$ cat config.mk
export PLATFORM = sky130hd
export DESIGN_NAME = pscl_timer
export DESIGN_NICKNAME = d
export VERILOG_FILES = /design/src/rtl/ptmr_pkg.sv /design/src/rtl/tmr_basediv.sv /design/src/rtl/tmr_prescaler.sv /design/src/rtl/tmr_counter.sv /design/src/rtl/pscl_timer.sv
export SDC_FILE = /design/constraint.sdc
export NUM_CORES = 1
export LEC_CHECK = 0
export ABC_AREA = 1
export CORE_MARGIN = 3
export CORE_UTILIZATION = 54
export DETAILED_ROUTE_END_ITERATION = 10
export GPL_TIMING_DRIVEN = 1
export PLACE_DENSITY = 0.87
export SKIP_LAST_GASP = 1
export SYNTH_ARGS = -nofsm -noshare
export SYNTH_HDL_FRONTEND = slang
export SYNTH_HIERARCHICAL = 1
export SYNTH_SLANG_ARGS = --single-unit
$ cat constraint.sdc
create_clock -name clk -period 2.15 [get_ports clk]
set_input_delay 0.3225 -clock clk [delete_from_list [all_inputs] [get_ports clk]]
set_output_delay 0.3225 -clock clk [all_outputs]
set_load 0.1 [all_outputs]
$ cat src/rtl/ptmr_pkg.sv
package ptmr_pkg;
  localparam int SEL_W = 3;

  typedef struct packed {
    logic             tmz;
    logic             eti;
    logic [1:0]       spare;
    logic             run;
    logic [SEL_W-1:0] sel;
  } ctl_t;

  typedef enum logic [1:0] {
    RS_NONE,
    RS_PSC,
    RS_CNT,
    RS_CTL
  } reg_sel_e;
endpackage

$ cat src/rtl/tmr_basediv.sv
module tmr_basediv #(
  parameter int DIV = 12
) (
  input  logic clk,
  input  logic rst_n,
  output logic tick
);
  localparam int CW = (DIV > 1) ? $clog2(DIV) : 1;

  logic [CW-1:0] phase_q;

  assign tick = (phase_q == CW'(DIV - 1));

  always_ff @(posedge clk or negedge rst_n) begin
    if (!rst_n)    phase_q <= '0;
    else if (tick) phase_q <= '0;
    else           phase_q <= phase_q + 1'b1;
  end
endmodule

$ cat src/rtl/tmr_prescaler.sv
module tmr_prescaler #(
  parameter int PSC_W = 7,
  parameter int SEL_W = 3
) (
  input  logic             clk,
  input  logic             rst_n,
  input  logic             base_tick,
  input  logic             run,
  input  logic             wr_en,
  input  logic [PSC_W-1:0] wr_data,
  input  logic [SEL_W-1:0] sel,
  output logic [PSC_W-1:0] psc,
  output logic             tap_tick
);
  // A tap fires when decrementing the current value turns bit (s-1) from 0 to 1.
  function automatic logic tap_rise(input logic [PSC_W-1:0] cur,
                                    input logic [SEL_W-1:0] s);
    logic [PSC_W-1:0] nx;
    logic             r;
    nx = cur - 1'b1;
    r  = (s == '0);
    for (int k = 1; k <= PSC_W; k++) begin
      if (int'(s) == k) r = !cur[k-1] && nx[k-1];
    end
    return r;
  endfunction

  logic [PSC_W-1:0] psc_q;
  logic             load;
  logic             step;

  assign load     = run && wr_en;
  assign step     = run && base_tick && !load;
  assign tap_tick = step && tap_rise(psc_q, sel);
  assign psc      = psc_q;

  always_ff @(posedge clk or negedge rst_n) begin
    if (!rst_n)    psc_q <= '1;
    else if (!run) psc_q <= '1;
    else if (load) psc_q <= wr_data;
    else if (step) psc_q <= psc_q - 1'b1;
  end
endmodule

$ cat src/rtl/tmr_counter.sv
module tmr_counter #(
  parameter int CNT_W = 8
) (
  input  logic             clk,
  input  logic             rst_n,
  input  logic             tick,
  input  logic             wr_en,
  input  logic [CNT_W-1:0] wr_data,
  output logic [CNT_W-1:0] cnt,
  output logic             zero_hit
);
  function automatic logic lands_on_zero(input logic [CNT_W-1:0] c);
    return c == CNT_W'(1);
  endfunction

  logic [CNT_W-1:0] cnt_q;

  assign zero_hit = tick && !wr_en && lands_on_zero(cnt_q);
  assign cnt      = cnt_q;

  always_ff @(posedge clk or negedge rst_n) begin
    if (!rst_n)     cnt_q <= '0;
    else if (wr_en) cnt_q <= wr_data;
    else if (tick)  cnt_q <= cnt_q - 1'b1;
  end
endmodule

$ cat src/rtl/pscl_timer.sv
module pscl_timer
  import ptmr_pkg::*;
#(
  parameter int          BASE_DIV = 12,
  parameter int          PSC_W    = 7,
  parameter int          CNT_W    = 8,
  parameter logic [7:0]  A_PSC    = 8'hD2,
  parameter logic [7:0]  A_CNT    = 8'hD3,
  parameter logic [7:0]  A_CTL    = 8'hD4
) (
  input  logic       clk,
  input  logic       rst_n,
  input  logic       bus_en,
  input  logic       bus_we,
  input  logic [7:0] bus_addr,
  input  logic [7:0] bus_wdata,
  output logic [7:0] bus_rdata,
  output logic       irq
);
  reg_sel_e   rsel;
  ctl_t       ctl_q;
  ctl_t       wr_ctl;
  logic       wr_any;
  logic       psc_wr, cnt_wr, ctl_wr;
  logic       base_tick, cnt_tick, zero_hit;
  logic       psi_on, tmz_on;
  logic [PSC_W-1:0] psc;
  logic [CNT_W-1:0] cnt;

  always_comb begin
    if      (bus_addr == A_PSC) rsel = RS_PSC;
    else if (bus_addr == A_CNT) rsel = RS_CNT;
    else if (bus_addr == A_CTL) rsel = RS_CTL;
    else                        rsel = RS_NONE;
  end

  assign wr_any = bus_en && bus_we;
  assign psc_wr = wr_any && (rsel == RS_PSC);
  assign cnt_wr = wr_any && (rsel == RS_CNT);
  assign ctl_wr = wr_any && (rsel == RS_CTL);
  assign wr_ctl = ctl_t'(bus_wdata);
  assign psi_on = ctl_q.run;
  assign tmz_on = ctl_q.tmz;

  tmr_basediv #(.DIV(BASE_DIV)) u_div (
    .clk  (clk),
    .rst_n(rst_n),
    .tick (base_tick)
  );

  tmr_prescaler #(.PSC_W(PSC_W), .SEL_W(SEL_W)) u_psc (
    .clk      (clk),
    .rst_n    (rst_n),
    .base_tick(base_tick),
    .run      (psi_on),
    .wr_en    (psc_wr),
    .wr_data  (bus_wdata[PSC_W-1:0]),
    .sel      (ctl_q.sel),
    .psc      (psc),
    .tap_tick (cnt_tick)
  );

  tmr_counter #(.CNT_W(CNT_W)) u_cnt (
    .clk     (clk),
    .rst_n   (rst_n),
    .tick    (cnt_tick),
    .wr_en   (cnt_wr),
    .wr_data (bus_wdata[CNT_W-1:0]),
    .cnt     (cnt),
    .zero_hit(zero_hit)
  );

  always_ff @(posedge clk or negedge rst_n) begin
    if (!rst_n) begin
      ctl_q <= '0;
    end else if (ctl_wr) begin
      ctl_q     <= wr_ctl;
      ctl_q.tmz <= wr_ctl.tmz || zero_hit;
    end else if (zero_hit) begin
      ctl_q.tmz <= 1'b1;
    end
  end

  always_comb begin
    unique case (rsel)
      RS_PSC:  bus_rdata = 8'(psc);
      RS_CNT:  bus_rdata = 8'(cnt);
      RS_CTL:  bus_rdata = ctl_q;
      default: bus_rdata = 8'h00;
    endcase
  end

  assign irq = tmz_on && ctl_q.eti;
endmodule

==> results of run 1 <==
flip-flops by register name, summed over array words and instances (netlist names):
signal         count
u_psc/psc          7
ctl_q              6
psi_on             1
tmz_on             1
u_cnt/cnt          8
u_div/phase_q      4
cell usage in the layout (no fill, tap or decap), types with 5 or more instances in the layout:
master and instances:
a22oi_1 5, buf_12 10, buf_4 17, clkdlybuf4s50_1 19, dfrtp_1 20, dfstp_2 7
ha_1 8, inv_1 35, inv_2 6, nand2_1 50, nand2_2 7, nand3_1 41
nand3_2 6, nor2_1 9, nor2_2 9, o21ai_0 13, o21ai_1 8, o21ai_2 7
how the worst max path moves through the flow:
| stage | start | to | slack [ns] |
|---|---|---|---|
| 2_1_floorplan | bus_addr[5] | bus_rdata[3] | 0.19 |
| 3_3_place_gp | bus_addr[3] | tmz_on$_DFFE_PN0P_ | -0.03 |
| 3_5_place_dp | bus_addr[0] | tmz_on$_DFFE_PN0P_ | -0.13 |
| 4_1_cts | bus_addr[0] | bus_rdata[2] | 0.03 |
| 5_1_grt | u_psc/psc[0]$_DFFE_PN1P_ | tmz_on$_DFFE_PN0P_ | -0.05 |
| 6_report | u_psc/psc[0]$_DFFE_PN1P_ | tmz_on$_DFFE_PN0P_ | 0.06 |
metal layers:
| metal | global-route usage, % | share of wire, % | up-vias |
|---|---|---|---|
| li1 | - | - | 930 |
| met1 | 29.9 | 40 | 895 |
| met2 | 45.3 | 51 | 82 |
| met3 | 1.88 | 6.7 | 13 |
| met4 | 8.55 | 2.3 | 0 |
| met5 | 0 | 0 | - |
area by class of cell:
type	instances	share of cell area, %
timing repair buffer	46	20.4
clock buffer	3	0.888
inverter	41	6.07
sequential	27	27.0
multi-input combinational	182	43.2
tap	46	2.27
clock inverter	1	0.197
timing repair:
item,CTS,global route
pin swaps,0,1
resized for setup,1,10
setup endpoints to repair,1,17
metrics by stage:
step	hold WS [ns]	utilization, %	std cells
floorplan	0.0269	-	254
global placement	0.477	72.6	342
finish	0.338	74.8	346
CTS	0.334	73.5	346
detailed placement	0.474	72.6	342
global route	0.348	74.8	346
critical path: cells and delay by family (launching register included):
kind / cells / cell delay, ns
compound gates: 1 / 0.07
fa+ha+maj: 2 / 0.38
buf+inv: 3 / 0.25
flops: 1 / 0.40
simple gates: 9 / 0.95
power groups by stage:
stage / clock network, uW / logic, uW / registers, uW
finish: 222 / 224 / 560
global route: 245 / 248 / 564
CTS: 236 / 219 / 559
detailed placement: 0 / 218 / 568
global placement: 0 / 208 / 567
floorplan: 0 / 126 / 561
cell families after synthesis:
| kind of cell | after synthesis | share of synthesized area, % |
|---|---|---|
| AND/OR/NAND/NOR | 135 | 35.8 |
| buffers and inverters | 45 | 9.95 |
| AO/OA/AOI/OAI | 36 | 11.8 |
| flip-flops | 27 | 35.6 |
| adder cells (fa/ha/maj) | 9 | 5.86 |
| XOR/XNOR | 2 | 0.911 |
==> impl_metrics.csv, run 1 <==
group,metric,value,unit
power_and_ir_drop,pwr_density_cell,397,nW/um2
final_layout,n_antenna_cell,0,
die,core_area,3390,um2
routing,vias,1920,
placement,place_area,2460,um2
final_layout,fill_cells,275,
die,die_h,65.7,um
die,ios,29,
power_and_ir_drop,p_seq_share,55.7,%
synthesis,syn_nets,283,
timing,fmaxAchievable,479,MHz
critical_path,cp_slowest_cell,"dfstp_2",
synthesis,yosys_warnings,6,
timing,slew_headroom,76.9,%
power_and_ir_drop,total_power,1010,uW
routing,drt_pass1_iterations,5,
placement,post-place-ws,-0.132,ns
timing,setup_tns,0,ns
power_and_ir_drop,combPwrFrac,22.3,%
routing,drt-total-wl,4.99,mm
synthesis,netlist.area_leader.share,26.0,%
placement,place_congestion,0.875,
synthesis,async_flop_share,100,%
power_and_ir_drop,power_switching,306,uW
timing,tightest_slew,0.347,ns
routing,wl_per_cell,14.4,um
job,cap_violations,0,
synthesis,postSynthCellCount,254,
power_and_ir_drop,p_int,700,uW
synthesis,ys_types,29,
synthesis,syn_area,1920,um2
final_layout,fin_nets,330,
clock_tree,postCtsHoldBufs,0,
timing,slew_viol_final,0,
routing,routed_via_density,5.55,
global_route,grt_pass1_vias,1842,
synthesis,ys_top_cells_by_count,"50 x nand2_1, 46 x nand3_1, 35 x inv_1",
clock_tree,path_clk_slew,0.15,ns
placement,io_buffers,28,
critical_path,r2r_setup_slack,0.06,ns
synthesis,syn_area_per_cell,7.57,um2
clock_tree,numCtsBuffers,3,
final_layout,design_area,2540,um2
global_route,grt.overflow.total,0,
power_and_ir_drop,p_leak,0.00125,uW
die,rows,21,
timing,finalHoldViolCount,0,
routing,drtIter0Drc,151,
power_and_ir_drop,p_clk_share,22.1,%
clock_tree,insertion_delay,0.33,ns
synthesis,synth_top_cell_by_area,"dfrtp_1",
synthesis,ys_seq_area_share,35.6,%
routing,drtAntennaViolNets,0,
critical_path,worst-setup-path-type,"flip-flop to flip-flop",
synthesis,synth_seq_cells,27,
critical_path,path_cells,"inv_1, ha_2, nand2_1, nor3_2, ha_1, nand2_1, nand3_1, a21oi_2, nor2_2, inv_2, nor2_8, nand2_2, nor2_2, inv_1, nand3_2",
critical_path,rr_startpoint,"u_psc/psc[0]$_DFFE_PN1P_",
critical_path,critPathLaunchType,"flip-flop",
worst_hold_path,worstHoldPathType,"input port to async pin",
critical_path,reg2reg_to,"tmz_on$_DFFE_PN0P_",
final_layout,area_growth,31.9,%
die,dieArea,4310,um2
timing,period_share,97.2,%
clock_tree,cts_sinks,27,
global_route,grt_pass1_wl,8.20,mm
final_layout,multiInputGateArea,1090,um2
clock_tree,cts_tree,"yes",
critical_path,cp_max_fo,4,
die,chipWidth,65.7,um
run_status,status,"completed",
clock_tree,cts_buffer_depth,2,
clock_tree,clock-root-buffer,"clkbuf_4",
timing,period_minus_slack,2.09,ns
synthesis,yosysMostFrequentCell,"nand2_1",
power_and_ir_drop,swShare,30.4,%
routing,drc,0,
synthesis,synthTopCellsByArea,"dfrtp_1 26%, nand3_1 12%, nand2_1 9.8%, dfstp_2 9.6%, inv_1 6.8%",
timing,setup_viol,0,
critical_path,end_kind,"flip-flop",
clock_tree,postCtsSetupRepairBufs,0,
final_layout,register_area,684,um2
critical_path,crit_arrival,2.38,ns
global_route,track_usage,24.7,%
global_route,grt_max_degree,28,
clock_tree,h-tree-depth,1,
power_and_ir_drop,ir_drop,440,uV
die,initial_core_util,56.7,%
timing,rsz0062_at_grt,"true",
global_route,antenna_found_initial,0,
timing,setup_slack,0.0605,ns
critical_path,reg2reg_depth,15,
synthesis,synth_edf_count,0,
critical_path,required,2.44,ns
placement,place_hpwl,3.78,mm
final_layout,drive_above_1_share,28.3,%
synthesis,synth_ff_type,"dfrtp_1",
timing,skew,0.00746,ns
critical_path,cp_slowest_stage_delay,0.40,ns
No activity file was read; power rests on OpenSTA's default activity.
==> run 2: changes to the inputs <==
--- a/config.mk
+++ b/config.mk
@@ -6,6 +6,7 @@
 export NUM_CORES = 1
 export LEC_CHECK = 0
 export ABC_AREA = 1
+export CAP_MARGIN = 10
 export CORE_MARGIN = 3
 export CORE_UTILIZATION = 54
 export DETAILED_ROUTE_END_ITERATION = 10
==> results of run 2 <==
Same layout as run 1: the final DEF is identical, and so are final timing and power.
==> run 3: changes to the inputs <==
--- a/config.mk
+++ b/config.mk
@@ -7,12 +7,14 @@
 export LEC_CHECK = 0
 export ABC_AREA = 1
 export CAP_MARGIN = 10
-export CORE_MARGIN = 3
-export CORE_UTILIZATION = 54
+export CORE_MARGIN = 1
+export CORE_UTILIZATION = 63
 export DETAILED_ROUTE_END_ITERATION = 10
+export DONT_BUFFER_PORTS = 1
 export GPL_TIMING_DRIVEN = 1
-export PLACE_DENSITY = 0.87
+export PLACE_DENSITY = 0.86
 export SKIP_LAST_GASP = 1
+export SLEW_MARGIN = 20
 export SYNTH_ARGS = -nofsm -noshare
 export SYNTH_HDL_FRONTEND = slang
 export SYNTH_HIERARCHICAL = 1
==> run 3 against run 2 <==
Compared with the run above:
- the run now ends with design-rule violations left
- setup slack better by 0.038 ns
- count of clock-buffer cells in the layout up 1
- die area decreased by 24%
- design area is 13% lower
- sequential power barely moved
- critical path depth is 1 lower
- clock skew up 0.0012 ns
- worst hold slack lost 0.23 ns
- fmax is 1.9% higher
- non-clock buffer count decreased by 27
- final cell count shrank 12%
- global-route usage up 5.9 points
- critical endpoint is now u_cnt/cnt[1]$_DFFE_PN0P_
==> impl_metrics.csv, run 3 (synthesis results as in run 1) <==
group,metric,value,unit
global_route,grt_pass1_vias,1751,
clock_tree,cts_tree,"yes",
power_and_ir_drop,pwr_density_cell,436,nW/um2
routing,routed_via_density,5.97,
routing,drtIter0Drc,128,
power_and_ir_drop,p_leak,0.00109,uW
critical_path,critPathBufInv,4,
clock_tree,cts_sinks,27,
critical_path,path_cells,"inv_1, ha_2, nand2_2, inv_1, ha_1, nand2_1, nand3_2, a21oi_2, nor2_4, inv_2, nor2_8, buf_4, nand2_1, nand3_1",
final_layout,drive_above_1_share,26.7,%
critical_path,crit_arrival,2.29,ns
critical_path,rr_startpoint,"u_psc/psc[1]$_DFFE_PN1P_",
routing,drt-total-wl,4.64,mm
timing,setup_viol,0,
die,rows,19,
final_layout,final_cell_mix,"49 x nand2_1, 45 x nand3_1, 34 x inv_1",
critical_path,crit_end,"u_cnt/cnt[1]$_DFFE_PN0P_",
critical_path,end_kind,"flip-flop",
critical_path,critPathLaunchType,"flip-flop",
die,initial_core_util,68.0,%
final_layout,multiInputGateArea,1080,um2
final_layout,area_growth,15.0,%
timing,fmaxAchievable,488,MHz
die,die_h,57.3,um
timing,finalHoldViolCount,0,
power_and_ir_drop,ir_drop,340,uV
die,dieArea,3280,um2
routing,drtAntennaViolNets,0,
clock_tree,clock-root-buffer,"clkbuf_4",
critical_path,cp_max_fo,6,
critical_path,worstSetupPathDepth,14,
critical_path,reg2reg_depth,14,
final_layout,register_area,684,um2
clock_tree,cts_buffer_depth,2,
power_and_ir_drop,total_power,964,uW
routing,drt_pass1_iterations,7,
run_status,violations,"design-rule violations",
final_layout,fill_cells,217,
clock_tree,h-tree-depth,1,
critical_path,crit_family,"flip-flops",
critical_path,cp_slowest_stage_delay,0.57,ns
timing,tightest_slew,0.527,ns
routing,wl_per_cell,15.3,um
global_route,grt.overflow.total,0,
worst_hold_path,min_from,"bus_wdata[6]",
final_layout,final_common_cell,"nand2_1",
timing,period_share,95.4,%
final_layout,largest_reg_flops,8,
critical_path,r2r_setup_slack,0.1,ns
placement,io_buffers,0,
timing,slew_headroom,64.7,%
run_status,status,"complete, but fails checks",
global_route,antenna_found_initial,0,
worst_hold_path,worstHoldPathType,"input port to flip-flop",
routing,vias,1814,
global_route,track_usage,30.6,%
die,chipWidth,57.3,um
die,ios,29,
critical_path,reg2reg_to,"u_cnt/cnt[1]$_DFFE_PN0P_",
timing,setup_tns,0,ns
final_layout,fin_nets,303,
timing,slew_viol_final,0,
clock_tree,path_clk_slew,0.15,ns
critical_path,cp_slowest_cell,"dfstp_2",
placement,place_congestion,0.918,
die,core_area,2830,um2
clock_tree,numCtsBuffers,3,
routing,drc,3,
timing,skew,0.00867,ns
timing,rsz0062_at_grt,"true",
global_route,grt_pass1_wl,7.67,mm
final_layout,n_antenna_cell,0,
critical_path,worst-setup-path-type,"flip-flop to flip-flop",
critical_path,critical_path.startpoint,"u_psc/psc[1]$_DFFE_PN1P_",
job,cap_violations,0,
timing,period_minus_slack,2.05,ns
global_route,grt_max_degree,28,
placement,place_hpwl,3.31,mm
clock_tree,insertion_delay,0.34,ns
critical_path,required,2.39,ns
## run 3: changes by cell type in the layout (fill, tap and decap cells not counted), moves of 3 or more
cell,change
nand3_2,-4
nand3_1,+4
clkdlybuf4s50_1,-19
buf_12,-3
buf_4,-6
## run 3: layer usage
layer  global-route usage (%)  routed length [um]  vias up
met5                        0                   0        -
met4                     12.9                 120        0
met3                     3.63                 352       11
met2                     51.8                2310       90
met1                     39.8                1860      843
li1                         -                   -      870
## run 3: power by group
| group | leakage [uW] | switching (uW) | internal (uW) |
|---|---|---|---|
| combinational | 0.000726 | 109 | 64.4 |
| sequential | 0.000346 | 29.2 | 532 |
| clock | 0.0000150 | 157 | 72.9 |
## run 3: worst min path at each step
stage               slack (ns)              endpoint  cells after the start
floorplan                 0.03  ctl_q[0]$_DFFE_PN0P_                      0
global placement          0.03  ctl_q[1]$_DFFE_PN0P_                      0
detailed placement        0.03  ctl_q[1]$_DFFE_PN0P_                      0
CTS                        0.1  ctl_q[5]$_DFFE_PN0P_                      2
global route              0.09  ctl_q[2]$_DFFE_PN0P_                      2
finish                    0.10  ctl_q[6]$_DFFE_PN0P_                      2
## run 3: worst register-to-register path, stage by stage (launching register included)
cell,delay (ns)
dfstp_2,0.57
inv_1,0.06
ha_2,0.19
nand2_2,0.08
inv_1,0.04
ha_1,0.18
nand2_1,0.10
nand3_2,0.08
a21oi_2,0.18
nor2_4,0.06
inv_2,0.09
nor2_8,0.06
buf_4,0.13
nand2_1,0.06
nand3_1,0.07
## run 3: cell type report
type	count	share of cell area, %
Timing Repair Buffer	19	10.5
Tap cell	31	1.75
Multi-Input combinational cell	182	48.6
Sequential cell	27	30.9
Clock buffer	4	1.19
Inverter	41	6.96
## run 3: stage by stage
step | util, % | area [um2] | cells | hold WS (ns) | setup slack (ns)
finish | 78.2 | 2210 | 304 | 0.105 | 0.0987
global route | 78.2 | 2210 | 304 | 0.0950 | -0.0162
CTS | 76.2 | 2160 | 300 | 0.0974 | 0.0452
detailed placement | 74.1 | 2100 | 294 | 0.0274 | 0.00218
global placement | 74.1 | 2100 | 294 | 0.0276 | 0.0949
floorplan | - | 1920 | 254 | 0.0269 | 0.188
## run 3: repair_timing
action,4_1_cts,5_1_grt
gates resized for setup,1,8
setup buffers,0,4
cloned,0,0
setup endpoints to repair,1,7
hold buffers,2,0
pin swaps,0,3
hold endpoints to repair,27,0
